### config.mk
export PLATFORM = sky130hd
export DESIGN_NAME = sac_access_ctrl
export DESIGN_NICKNAME = d
export VERILOG_FILES = /design/src/rtl/sac_pkg.sv /design/src/rtl/sac_guard.sv /design/src/rtl/sac_lock.sv /design/src/rtl/sac_sig_bank.sv /design/src/rtl/sac_access_ctrl.sv
export SDC_FILE = /design/constraint.sdc
export NUM_CORES = 1
export LEC_CHECK = 0
export BUFFER_PORTS_ARGS = -buffer_cell sky130_fd_sc_hd__buf_4
export CAP_MARGIN = 0
export CORE_MARGIN = 5
export CORE_UTILIZATION = 35
export DETAILED_ROUTE_END_ITERATION = 7
export PLACE_DENSITY = 0.53
export SYNTH_ARGS = -nofsm -noshare
export SYNTH_HDL_FRONTEND = slang
export SYNTH_HIERARCHICAL = 1
export SYNTH_SLANG_ARGS = --single-unit
### constraint.sdc
create_clock -name clk -period 3.4 [get_ports clk]
set_clock_uncertainty 0.2 [all_clocks]
set_input_delay 1.02 -clock clk [delete_from_list [all_inputs] [get_ports clk]]
set_output_delay 1.02 -clock clk [all_outputs]
set_load 0.01 [all_outputs]
### src/rtl/sac_pkg.sv
package sac_pkg;
  typedef enum logic [2:0] {
    OP_ARD   = 3'd0,
    OP_AWR   = 3'd1,
    OP_PRE   = 3'd2,
    OP_LOCK  = 3'd3,
    OP_ERASE = 3'd4,
    OP_SRD   = 3'd5,
    OP_SWR   = 3'd6,
    OP_RSVD  = 3'd7
  } sac_op_e;

  typedef enum logic [1:0] {
    ST_OK    = 2'd0,
    ST_PROT  = 2'd1,
    ST_BADOP = 2'd2
  } sac_st_e;

  typedef struct packed {
    sac_st_e st;
    logic    arr_rd;
    logic    arr_wr;
    logic    pre;
    logic    lock;
    logic    erase;
    logic    sig_rd;
    logic    sig_wr;
  } sac_grant_t;
endpackage

### src/rtl/sac_guard.sv
module sac_guard
  import sac_pkg::*;
(
  input  sac_op_e    op_i,
  input  logic       secured_i,
  output sac_grant_t grant_o
);
  always_comb begin
    grant_o    = '0;
    grant_o.st = ST_OK;
    unique case (op_i)
      OP_ARD:   if (secured_i) grant_o.st = ST_PROT; else grant_o.arr_rd = 1'b1;
      OP_AWR:   grant_o.arr_wr = 1'b1;
      OP_PRE:   if (secured_i) grant_o.st = ST_PROT; else grant_o.pre = 1'b1;
      OP_LOCK:  grant_o.lock = 1'b1;
      OP_ERASE: grant_o.erase = 1'b1;
      OP_SRD:   grant_o.sig_rd = 1'b1;
      OP_SWR:   grant_o.sig_wr = 1'b1;
      default:  grant_o.st = ST_BADOP;
    endcase
  end
endmodule

### src/rtl/sac_lock.sv
module sac_lock (
  input  logic clk,
  input  logic rst_n,
  input  logic set_i,
  input  logic clr_i,
  output logic secured_o
);
  always_ff @(posedge clk or negedge rst_n) begin
    if (!rst_n)     secured_o <= 1'b0;
    else if (clr_i) secured_o <= 1'b0;
    else if (set_i) secured_o <= 1'b1;
  end

  // the bit is sticky until an erase
  a_r5_lock_sticky: assert property (@(posedge clk) disable iff (!rst_n)
    secured_o && !clr_i |=> secured_o);
  a_r5_lock_sets: assert property (@(posedge clk) disable iff (!rst_n)
    set_i && !clr_i |=> secured_o);
  a_r9_erase_unlocks: assert property (@(posedge clk) disable iff (!rst_n)
    clr_i |=> !secured_o);
endmodule

### src/rtl/sac_sig_bank.sv
module sac_sig_bank #(
  parameter int BYTES = 8,
  localparam int IDX_W = $clog2(BYTES)
) (
  input  logic             clk,
  input  logic             rst_n,
  input  logic             wr_en_i,
  input  logic [IDX_W-1:0] wr_idx_i,
  input  logic [7:0]       wr_data_i,
  input  logic             clr_i,
  input  logic [IDX_W-1:0] rd_idx_i,
  output logic [7:0]       rd_data_o
);
  logic [7:0] bytes_q [BYTES];

  for (genvar i = 0; i < BYTES; i++) begin : g_byte
    always_ff @(posedge clk or negedge rst_n) begin
      if (!rst_n)                                  bytes_q[i] <= '0;
      else if (clr_i)                              bytes_q[i] <= '0;
      else if (wr_en_i && wr_idx_i == IDX_W'(i))   bytes_q[i] <= wr_data_i;
    end

    // a clearing erase empties every byte
    a_r9_sig_cleared: assert property (@(posedge clk) disable iff (!rst_n)
      clr_i |=> bytes_q[i] == 8'h00);
    // bytes not addressed keep their value
    a_r8_sig_untouched: assert property (@(posedge clk) disable iff (!rst_n)
      !clr_i && !(wr_en_i && wr_idx_i == IDX_W'(i)) |=> $stable(bytes_q[i]));
  end

  assign rd_data_o = bytes_q[rd_idx_i];
endmodule

### src/rtl/sac_access_ctrl.sv
module sac_access_ctrl
  import sac_pkg::*;
#(
  parameter int ADDR_W    = 6,
  parameter int DATA_W    = 8,
  parameter int SIG_BYTES = 8
) (
  input  logic              clk,
  input  logic              rst_n,
  input  logic              cmd_valid,
  output logic              cmd_ready,
  input  logic [2:0]        cmd_op,
  input  logic [ADDR_W-1:0] cmd_addr,
  input  logic [DATA_W-1:0] cmd_wdata,
  input  logic              cmd_sig_clr,
  output logic              rsp_valid,
  input  logic              rsp_ready,
  output logic [1:0]        rsp_status,
  output logic [DATA_W-1:0] rsp_data,
  output logic              arr_en,
  output logic              arr_we,
  output logic [ADDR_W-1:0] arr_addr,
  output logic [DATA_W-1:0] arr_wdata,
  input  logic [DATA_W-1:0] arr_rdata,
  output logic              arr_erase,
  output logic              pre_en,
  output logic [DATA_W-1:0] pre_data,
  output logic              secured
);
  localparam int SIG_IDX_W = $clog2(SIG_BYTES);

  logic              accept;
  sac_grant_t        grant;
  logic [7:0]        sig_rd;
  logic [DATA_W-1:0] rd_mux;

  assign cmd_ready = !rsp_valid || rsp_ready;
  assign accept    = cmd_valid && cmd_ready;

  sac_guard u_guard (
    .op_i      (sac_op_e'(cmd_op)),
    .secured_i (secured),
    .grant_o   (grant)
  );

  sac_lock u_lock (
    .clk       (clk),
    .rst_n     (rst_n),
    .set_i     (accept && grant.lock),
    .clr_i     (accept && grant.erase),
    .secured_o (secured)
  );

  sac_sig_bank #(.BYTES(SIG_BYTES)) u_sig (
    .clk       (clk),
    .rst_n     (rst_n),
    .wr_en_i   (accept && grant.sig_wr),
    .wr_idx_i  (cmd_addr[SIG_IDX_W-1:0]),
    .wr_data_i (cmd_wdata[7:0]),
    .clr_i     (accept && grant.erase && cmd_sig_clr),
    .rd_idx_i  (cmd_addr[SIG_IDX_W-1:0]),
    .rd_data_o (sig_rd)
  );

  assign arr_en    = accept && (grant.arr_rd || grant.arr_wr);
  assign arr_we    = accept && grant.arr_wr;
  assign arr_addr  = cmd_addr;
  assign arr_wdata = cmd_wdata;
  assign arr_erase = accept && grant.erase;
  assign pre_en    = accept && grant.pre;
  assign pre_data  = cmd_wdata;

  always_comb begin
    rd_mux = '0;
    if (grant.arr_rd)      rd_mux = arr_rdata;
    else if (grant.sig_rd) rd_mux = DATA_W'(sig_rd);
  end

  always_ff @(posedge clk or negedge rst_n) begin
    if (!rst_n) begin
      rsp_valid  <= 1'b0;
      rsp_status <= ST_OK;
      rsp_data   <= '0;
    end else if (accept) begin
      rsp_valid  <= 1'b1;
      rsp_status <= grant.st;
      rsp_data   <= rd_mux;
    end else if (rsp_ready) begin
      rsp_valid  <= 1'b0;
    end
  end

  // response timing and stall behaviour
  a_r2_rsp_next_cycle: assert property (@(posedge clk) disable iff (!rst_n)
    accept |=> rsp_valid);
  a_r2_rsp_hold: assert property (@(posedge clk) disable iff (!rst_n)
    rsp_valid && !rsp_ready |=> rsp_valid && $stable(rsp_data) && $stable(rsp_status));
  // no verify read reaches the array while locked
  a_r6_no_locked_read: assert property (@(posedge clk) disable iff (!rst_n)
    arr_en && !arr_we |-> !secured);
  // no preload while locked
  a_r7_no_locked_preload: assert property (@(posedge clk) disable iff (!rst_n)
    pre_en |-> !secured);
  // refused or unknown commands return zero data
  a_r6_refused_zero: assert property (@(posedge clk) disable iff (!rst_n)
    rsp_valid && rsp_status != 2'd0 |-> rsp_data == '0);
  // at most one strobe per accepted command
  a_r2_one_strobe: assert property (@(posedge clk) disable iff (!rst_n)
    $onehot0({arr_en, arr_erase, pre_en}));
endmodule

==> results of run 1 <==
metrics by stage:
step | hold WS, ps | instances | utilization (%) | area, um2 | power [uW]
floorplan | 277.4 | 388 | - | 4056 | 1242
global placement | 295.0 | 543 | 39.20 | 4457 | 1359
detailed placement | 299.5 | 543 | 39.20 | 4457 | 1369
CTS | 314.8 | 559 | 41.70 | 4741 | 2307
global route | 338.8 | 559 | 41.70 | 4741 | 2385
finish | 309.6 | 559 | 41.70 | 4741 | 2276
where the power goes:
group,switching [uW],internal [uW]
Combinational,159,156
Clock,365,562
Sequential,46.8,987
Total,571,1710
cells in the final DEF (no fill, tap or decap), drive strengths merged:
cell type / synthesis / routed
nand2: 82 / 82
dfrtp: 76 / 76
buf: 36 / 70
a21oi: 54 / 54
mux2i: 24 / 24
nor2: 24 / 24
mux4: 16 / 16
mux2: 10 / 10
clkbuf: 22 / 10
a22oi: 6 / 6
and3: 6 / 6
clkinv: 0 / 5
and3b: 3 / 3
nor3b: 3 / 3
nor4bb: 3 / 3
and4b: 3 / 3
nand4b: 3 / 3
nand3b: 2 / 2
a31oi: 2 / 2
nor4b: 2 / 2
nand2b: 2 / 2
and2: 2 / 2
o21a: 1 / 1
nor2b: 1 / 1
bufinv: 0 / 1
nor4: 1 / 1
o21ba: 1 / 1
and4: 1 / 1
nand4: 1 / 1
or4b: 1 / 1
path summary, 6_finish.rpt:
| path | cells after the start | from | end | slack [ps] |
|---|---|---|---|---|
| setup / recovery | 5 | rsp_ready | arr_en | 360 |
| min in group asynchronous | 1 | rst_n | rsp_data[5] | 650 |
| hold / removal | 2 | u_sig/bytes_q[48] | u_sig/bytes_q[48] | 310 |
| hold reg to reg | 2 | u_sig/bytes_q[48] | u_sig/bytes_q[48] | 310 |
| max in group asynchronous | 1 | rst_n | u_sig/bytes_q[56] | 1700 |
| setup reg to reg | 6 | rsp_valid | u_sig/bytes_q[51] | 1180 |
layer usage:
metal	vias up	track usage, %	routed length [um]
met5	-	0	0
met4	0	3.656	44
met3	4	3.796	540
met2	85	22.10	4553
met1	1459	20.47	4859
li1	1386	-	-
state kept, by name, indices dropped and copies added (netlist names):
| register | flops |
|---|---|
| rsp_status | 2 |
| rsp_valid | 1 |
| u_lock/secured_o | 1 |
| u_sig/bytes_q | 64 |
| rsp_data | 8 |
final cells by class:
class,instances,area share (%)
Clock buffer,10,4.830
Clock inverter,6,1.161
Multi-Input combinational cell,254,38.77
Sequential cell,76,40.12
Tap cell,143,3.774
Timing Repair Buffer,70,11.35
cell families after synthesis:
family	after synthesis	share of synthesized area [%]
AND/OR/NAND/NOR	140	17.09
AO/OA/AOI/OAI	64	8.513
multiplexers	50	19.06
flip-flops	76	46.88
buffers and inverters	58	8.452
critical path, stage by stage:
cell and delay [ps]:
buf_4 110, nand2b_4 200, and2_4 230, o21a_1 120, buf_4 140
==> impl_metrics.ini, run 1 <==
[status]
status = completed

[power]
power_density_nw_per_um2 = 480.1
ir_drop_uv = 217.1
power.leakage_uw = 0.002187

[sta]
max_freq_ghz = 0.3292
fin_crit_ps = 3038
timing.final.ws_setup_ps = 361.9
fin_setup_tns_ps = 0
worstMarginPinSlew_ps = 997.1
finalHoldViolations = 0
max_slew_margin_pct = 33.52
rsz0062_at_grt = no
setup_viol = 0
post-route-period-util_pct = 89.36
slew_violations = 0

[floorplan]
row_count = 39
die-area_um2 = 13840
chipHeight_um = 117.7
start_util_pct = 35.68
core_area_um2 = 11370
num_io_pins = 69
die_w_um = 117.7

[route]
drt_iter0_drc = 266
drt-total-wl_um = 9998
drt-pass1-iter-count = 4
drc_errors = 0
wl_per_cell_um = 17.89
route.detailed.vias_per_inst = 5.249
drtAntennaViolNets = 0
vias = 2934

[finish]
final.fill_count = 1095
area_growth_pct = 16.87
nets = 441
multi_input_area_um2 = 1838
drive_above_1_share_pct = 26.20
diodes = 0
area.sequential_um2 = 1902

[synth]
yosys_warnings = 6
synth-main-ff-cell = dfrtp_1
syn_nets = 418
synth_top_cell_by_area = dfrtp_1
syn_avg_cell_area_um2 = 10.45
synth_cell_types = 37
ys_ff_latch = 76
ys_seq_area_share_pct = 46.88
synth_top_cells_by_count = nand2_1, dfrtp_1, a21oi_1
synth_top_area_share_pct = 46.88
async_flop_share_pct = 100.0
synth_cells = 388
synth.area.top_cells = dfrtp_1, mux4_1, nand2_1
synth.most_common_cell = nand2_1
syn_area_um2 = 4056
synth_edf_count = 0

[critical_path]
crit_required_ps = 2180
start_kind = primary input
critPathCaptureType = primary output
worstPathArrival_ps = 1820
crit_fanout = 16
path_class = in -> out

[job]
max_cap_viol_count = 0

[grt]
grt_pass1_wl_um = 16150
antenna_found_initial = 0
grt-ovfl-total = 0
grt_usage_pct = 14.46
grt_max_degree = 77
grt_pass1_vias = 2972

[clock_tree]
cts.path.max_buffers = 2
ctsHoldBuffers = 0
path_clk_slew_ps = 50
cts_resized = 0
tritoncts = yes
cts.sinks = 76
clockRootBuffer = clkbuf_16
post-cts-setup-buffer-count = 0
worstSkewPairLatency_ps = 340
cts-buffers-inserted = 9
cts_max_level = 3

[placed_design]
io_buffers = 62
place.gp.congestion = 0.7759
dp_slack_ps = 364.3
dp_hpwl_um = 6408

[hold_path]
min_path_type = reg -> reg
No activity file was read; power rests on OpenSTA's default activity.
==> inputs of run 2 (changes only) <==
CORE_ASPECT_RATIO = 0.5   (was unset)
HOLD_SLACK_MARGIN = 0.08   (was unset)
PLACE_DENSITY = 0.63   (was 0.53)
==> run 2 against run 1 <==
  * Routed wire length grew 2.0%
  * Global-route usage grew 0.85 points
  * First-iteration DRC count shrank 0.38%
  * Largest cell class unchanged
==> impl_metrics.ini, run 2 (same netlist as run 1, synthesis figures left out) <==
[status]
status = completed

[critical_path]
crit_required_ps = 2180
crit_slowest_cell = and2_4
cp-endpoint = arr_en
r2r-start = rsp_valid
critPathCaptureType = primary output
crit_cells = 5
worstRegToRegCells = 6
cpLargestDelayFamily = simple AND/OR/NAND/NOR gates
rrSetupSlack_ps = 1170
timing.rr.end = u_sig/bytes_q[40]
crit_chain = buf_4, nand2b_4, and2_4, o21a_1, buf_4
crit_fanout = 16
critPathMostFrequentCell = buf_4
path_class = in -> out
worst-path-buf-inv = 2
critPathMaxStageDelay_ps = 240
worstPathArrival_ps = 1820
crit_start = rsp_ready
start_kind = primary input

[finish]
fin_cells = 567
final.fill_count = 1085
diodes = 0
reg_top3 = u_sig/bytes_q x64, rsp_data x8, rsp_status x2
largest_register = u_sig/bytes_q
layout_common_cells = nand2_1, dfrtp_1, buf_4, a21oi_1
area_growth_pct = 18.54
fin_util_pct = 43.13
nets = 447
largest_reg_flops = 64
final_common_cell = nand2_1
drive_above_1_share_pct = 27.25

[placed_design]
place.gp.congestion = 0.7898
dp.cells = 551
dp_hpwl_um = 6666
io_buffers = 62

[route]
drtAntennaViolNets = 0
drt-total-wl_um = 10190
wl_per_cell_um = 17.98
vias = 2931
drt_iter0_drc = 265
drt-pass1-iter-count = 4
route.detailed.vias_per_inst = 5.169
drc_errors = 0

[floorplan]
die-area_um2 = 13970
core_area_um2 = 11150
chipHeight_um = 86.13
die_w_um = 162.2
row_count = 27
num_io_pins = 69
start_util_pct = 36.39

[sta]
setup_viol = 0
finalHoldViolations = 0
fin_setup_tns_ps = 0
worstMarginPinSlew_ps = 968.6
slew_violations = 0
fin_crit_ps = 3043
post-route-period-util_pct = 89.49
max_freq_ghz = 0.3287
max_slew_margin_pct = 35.42
rsz0062_at_grt = no

[clock_tree]
tritoncts = yes
cts_resized = 0
cts-buffers-inserted = 9
path_clk_slew_ps = 50
cts_max_level = 3
clockRootBuffer = clkbuf_16
ctsHoldBuffers = 0
cts.path.max_buffers = 2
post-cts-setup-buffer-count = 0
cts.sinks = 76
worstSkewPairLatency_ps = 330

[grt]
grt-ovfl-total = 0
grt_max_degree = 77
grt_pass1_vias = 2975
grt_pass1_wl_um = 16490
grt_usage_pct = 15.30
antenna_found_initial = 0

[hold_path]
min_from = rsp_status[0]
min_path_type = reg -> reg

[power]
p_seq_share_pct = 44.7
power_density_nw_per_um2 = 481.1
p_sw_share_pct = 24.35
intPower_uw = 1750
power.leakage_uw = 0.002215
clkPwrFrac_pct = 41.8
net-switching-power_uw = 563.3
ir_drop_uv = 235.5
pwr-share-comb_pct = 13.6

[job]
max_cap_viol_count = 0
==> run 2: metal layers <==
layer	global-route usage [%]	up-vias	part of all wire, %
met5	0	-	0
met4	4.144	0	0.41
met3	4.897	2	9.3
met2	23.29	94	45
met1	21.14	1445	45
li1	-	1390	-
==> run 2: how the worst min path moves through the flow <==
stage | slack (ps) | depth (start not counted) | to
2_1_floorplan | 280 | 2 | u_sig/bytes_q[48]
3_3_place_gp | 300 | 2 | u_sig/bytes_q[44]
3_5_place_dp | 300 | 2 | u_sig/bytes_q[48]
4_1_cts | 320 | 1 | rsp_status[0]
5_1_grt | 330 | 2 | u_sig/bytes_q[35]
6_report | 310 | 1 | rsp_status[0]
==> run 2: stage by stage <==
step / worst slack [ps] / area, um2 / hold slack [ps] / power (uW)
CTS: 359.9 / 4808 / 318.4 / 2337
finish: 357.4 / 4808 / 311.4 / 2313
global placement: 363.8 / 4504 / 298.3 / 1357
floorplan: 312.7 / 4056 / 277.4 / 1242
global route: 301.2 / 4808 / 333.2 / 2418
detailed placement: 362.3 / 4504 / 302.6 / 1367
==> run 2: power groups by stage <==
stage	logic [uW]	clock network, uW	registers [uW]
floorplan	199	0	1040
global placement	311	0	1050
detailed placement	318	0	1050
CTS	318	985	1030
global route	349	1030	1040
finish	314	966	1030
==> run 2: cell type report <==
type | instances | area [um2] | area share (%)
well taps | 145 | 181.4 | 3.773
repair buffers | 76 | 583.1 | 12.13
clock buffers | 12 | 256.5 | 5.334
clock inverters | 4 | 47.55 | 0.9888
multi-input cells | 254 | 1838 | 38.23
flip-flops and latches | 76 | 1902 | 39.55
==> inputs of run 3 (changes only) <==
GPL_TIMING_DRIVEN = 0   (was unset)
SKIP_CTS_REPAIR_TIMING = 1   (was unset)
clock period = 2.85 ns   (was 3.4 ns; I/O delays follow)
==> run 3 against run 2 <==
  * Sequential cell count is the same
  * Core utilization increased by 1.5 points
  * Routed wire length increased by 5.2%
  * Combinational power grew 31%
  * Critical endpoint unchanged
  * Sequential share of layout area shrank 1.4 points
==> impl_metrics.ini, run 3 (same netlist as run 1, synthesis figures left out) <==
[route]
wl_per_cell_um = 17.70
drt-total-wl_um = 10730
drt_iter0_drc = 268
drc_errors = 0
drt-pass1-iter-count = 4
drtAntennaViolNets = 0
route.detailed.vias_per_inst = 5.056
vias = 3064

[critical_path]
cpLargestDelayFamily = buffers and inverters
timing.rr.end = u_sig/bytes_q[54]
worstPathArrival_ps = 1750
critPathMaxStageDelay_ps = 330
worst-path-buf-inv = 3
crit_fanout = 10
rrSetupSlack_ps = 560
crit_required_ps = 1800
crit_chain = buf_4, nor4_4, buf_6, o21a_1, buf_4
critPathMostFrequentCell = buf_4
path_class = in -> out
worstRegToRegCells = 7
start_kind = primary input
critPathCaptureType = primary output
r2r-start = rsp_valid
crit_slowest_cell = nor4_4

[clock_tree]
clockRootBuffer = clkbuf_16
cts.path.max_buffers = 2
cts-buffers-inserted = 9
path_clk_slew_ps = 50
tritoncts = yes
cts_max_level = 3
cts.sinks = 76
worstSkewPairLatency_ps = 330

[finish]
fin_util_pct = 44.68
area_growth_pct = 22.79
layout_common_cells = nand2_1, buf_4, dfrtp_1, a21oi_1
drive_above_1_share_pct = 27.33
final.fill_count = 1070
postLayoutCellArea_um2 = 4981
fin_cells = 606
largest_reg_flops = 64
nets = 486
reg_top3 = u_sig/bytes_q x64, rsp_data x8, rsp_status x2
diodes = 0
final_common_cell = nand2_1
largest_register = u_sig/bytes_q

[sta]
holdWs_ps = 311.5
max_slew_margin_pct = 35.79
fin_crit_ps = 2801
timing.final.ws_setup_ps = 48.73
setup_viol = 0
max_freq_ghz = 0.3570
slew_violations = 0
finalHoldViolations = 0
rsz0062_at_grt = yes
worstMarginPinSlew_ps = 963.1
post-route-period-util_pct = 98.29

[floorplan]
core_area_um2 = 11150
die-area_um2 = 13970
start_util_pct = 36.39
row_count = 27
die_w_um = 162.2
num_io_pins = 69
chipHeight_um = 86.13

[hold_path]
hold_end = u_sig/bytes_q[51]
min_from = u_sig/bytes_q[51]
min_delay_path_depth = 2
min_path_type = reg -> reg

[placed_design]
place.gp.congestion = 0.8130
dp.cells = 590
dp_hpwl_um = 7241
dp_slack_ps = -350.8
placed_area_um2 = 4666
io_buffers = 57

[grt]
grt_pass1_wl_um = 17100
grt-ovfl-total = 0
grt_usage_pct = 15.86
grt_max_degree = 77
antenna_found_initial = 0
grt_pass1_vias = 3139

[job]
max_cap_viol_count = 0

[status]
status = completed

[power]
power_density_nw_per_um2 = 545.2
power.leakage_uw = 0.002318
ir_drop_uv = 267.9
run 3: cell count changes in the layout (fill, tap and decap cells not counted), sizes merged:
cell and delta:
clkinv -1, clkbuf +24, clkinvlp -1, buf +18, bufinv -1
run 3: per-stage QoR:
step / total power (uW) / TNS (ps)
5_1_grt: 2839 / -34.02
2_1_floorplan: 1482 / 0
3_5_place_dp: 1660 / -7427
6_report: 2716 / 0
3_3_place_gp: 1649 / -6813
4_1_cts: 2739 / -364.5
run 3: final cells by class:
| cell class | instances | area (um2) | area share, % |
|---|---|---|---|
| multi-input cells | 254 | 1836 | 36.85 |
| clock inverters | 1 | 5.005 | 0.1005 |
| flip-flops and latches | 76 | 1902 | 38.18 |
| repair buffers | 57 | 427.9 | 8.591 |
| well taps | 145 | 181.4 | 3.642 |
| clock buffers | 15 | 277.8 | 5.576 |
| plain buffers | 58 | 351.6 | 7.059 |
run 3: worst register-to-register path: cells and delay by family, from the launching register on:
kind                   cells  cell delay (ps)
AND/OR/NAND/NOR            4              740
buffers and inverters      2              580
multiplexers               1              230
flip-flops                 1              400
run 3: metal layers:
layer,up-vias,global-route usage [%],wire length (um),share of wire [%]
met5,-,0,0,0
met4,0,2.993,57,0.53
met3,5,4.945,807,7.5
met2,99,25.44,4940,46
met1,1485,21.48,4923,46
li1,1475,-,-,-
run 3: worst max-delay path by stage:
stage              start     end  cells after the start
6_report       cmd_op[1]  arr_en                      5
5_1_grt        cmd_op[1]  arr_en                      5
4_1_cts        cmd_op[0]  arr_en                      5
3_5_place_dp   cmd_op[0]  arr_en                      5
3_3_place_gp   cmd_op[0]  arr_en                      5
2_1_floorplan  cmd_op[0]  arr_en                      3
run 3: where the power goes:
group	switching, uW	internal [uW]
clock network	411	660
registers	54.5	1180
logic	199	212
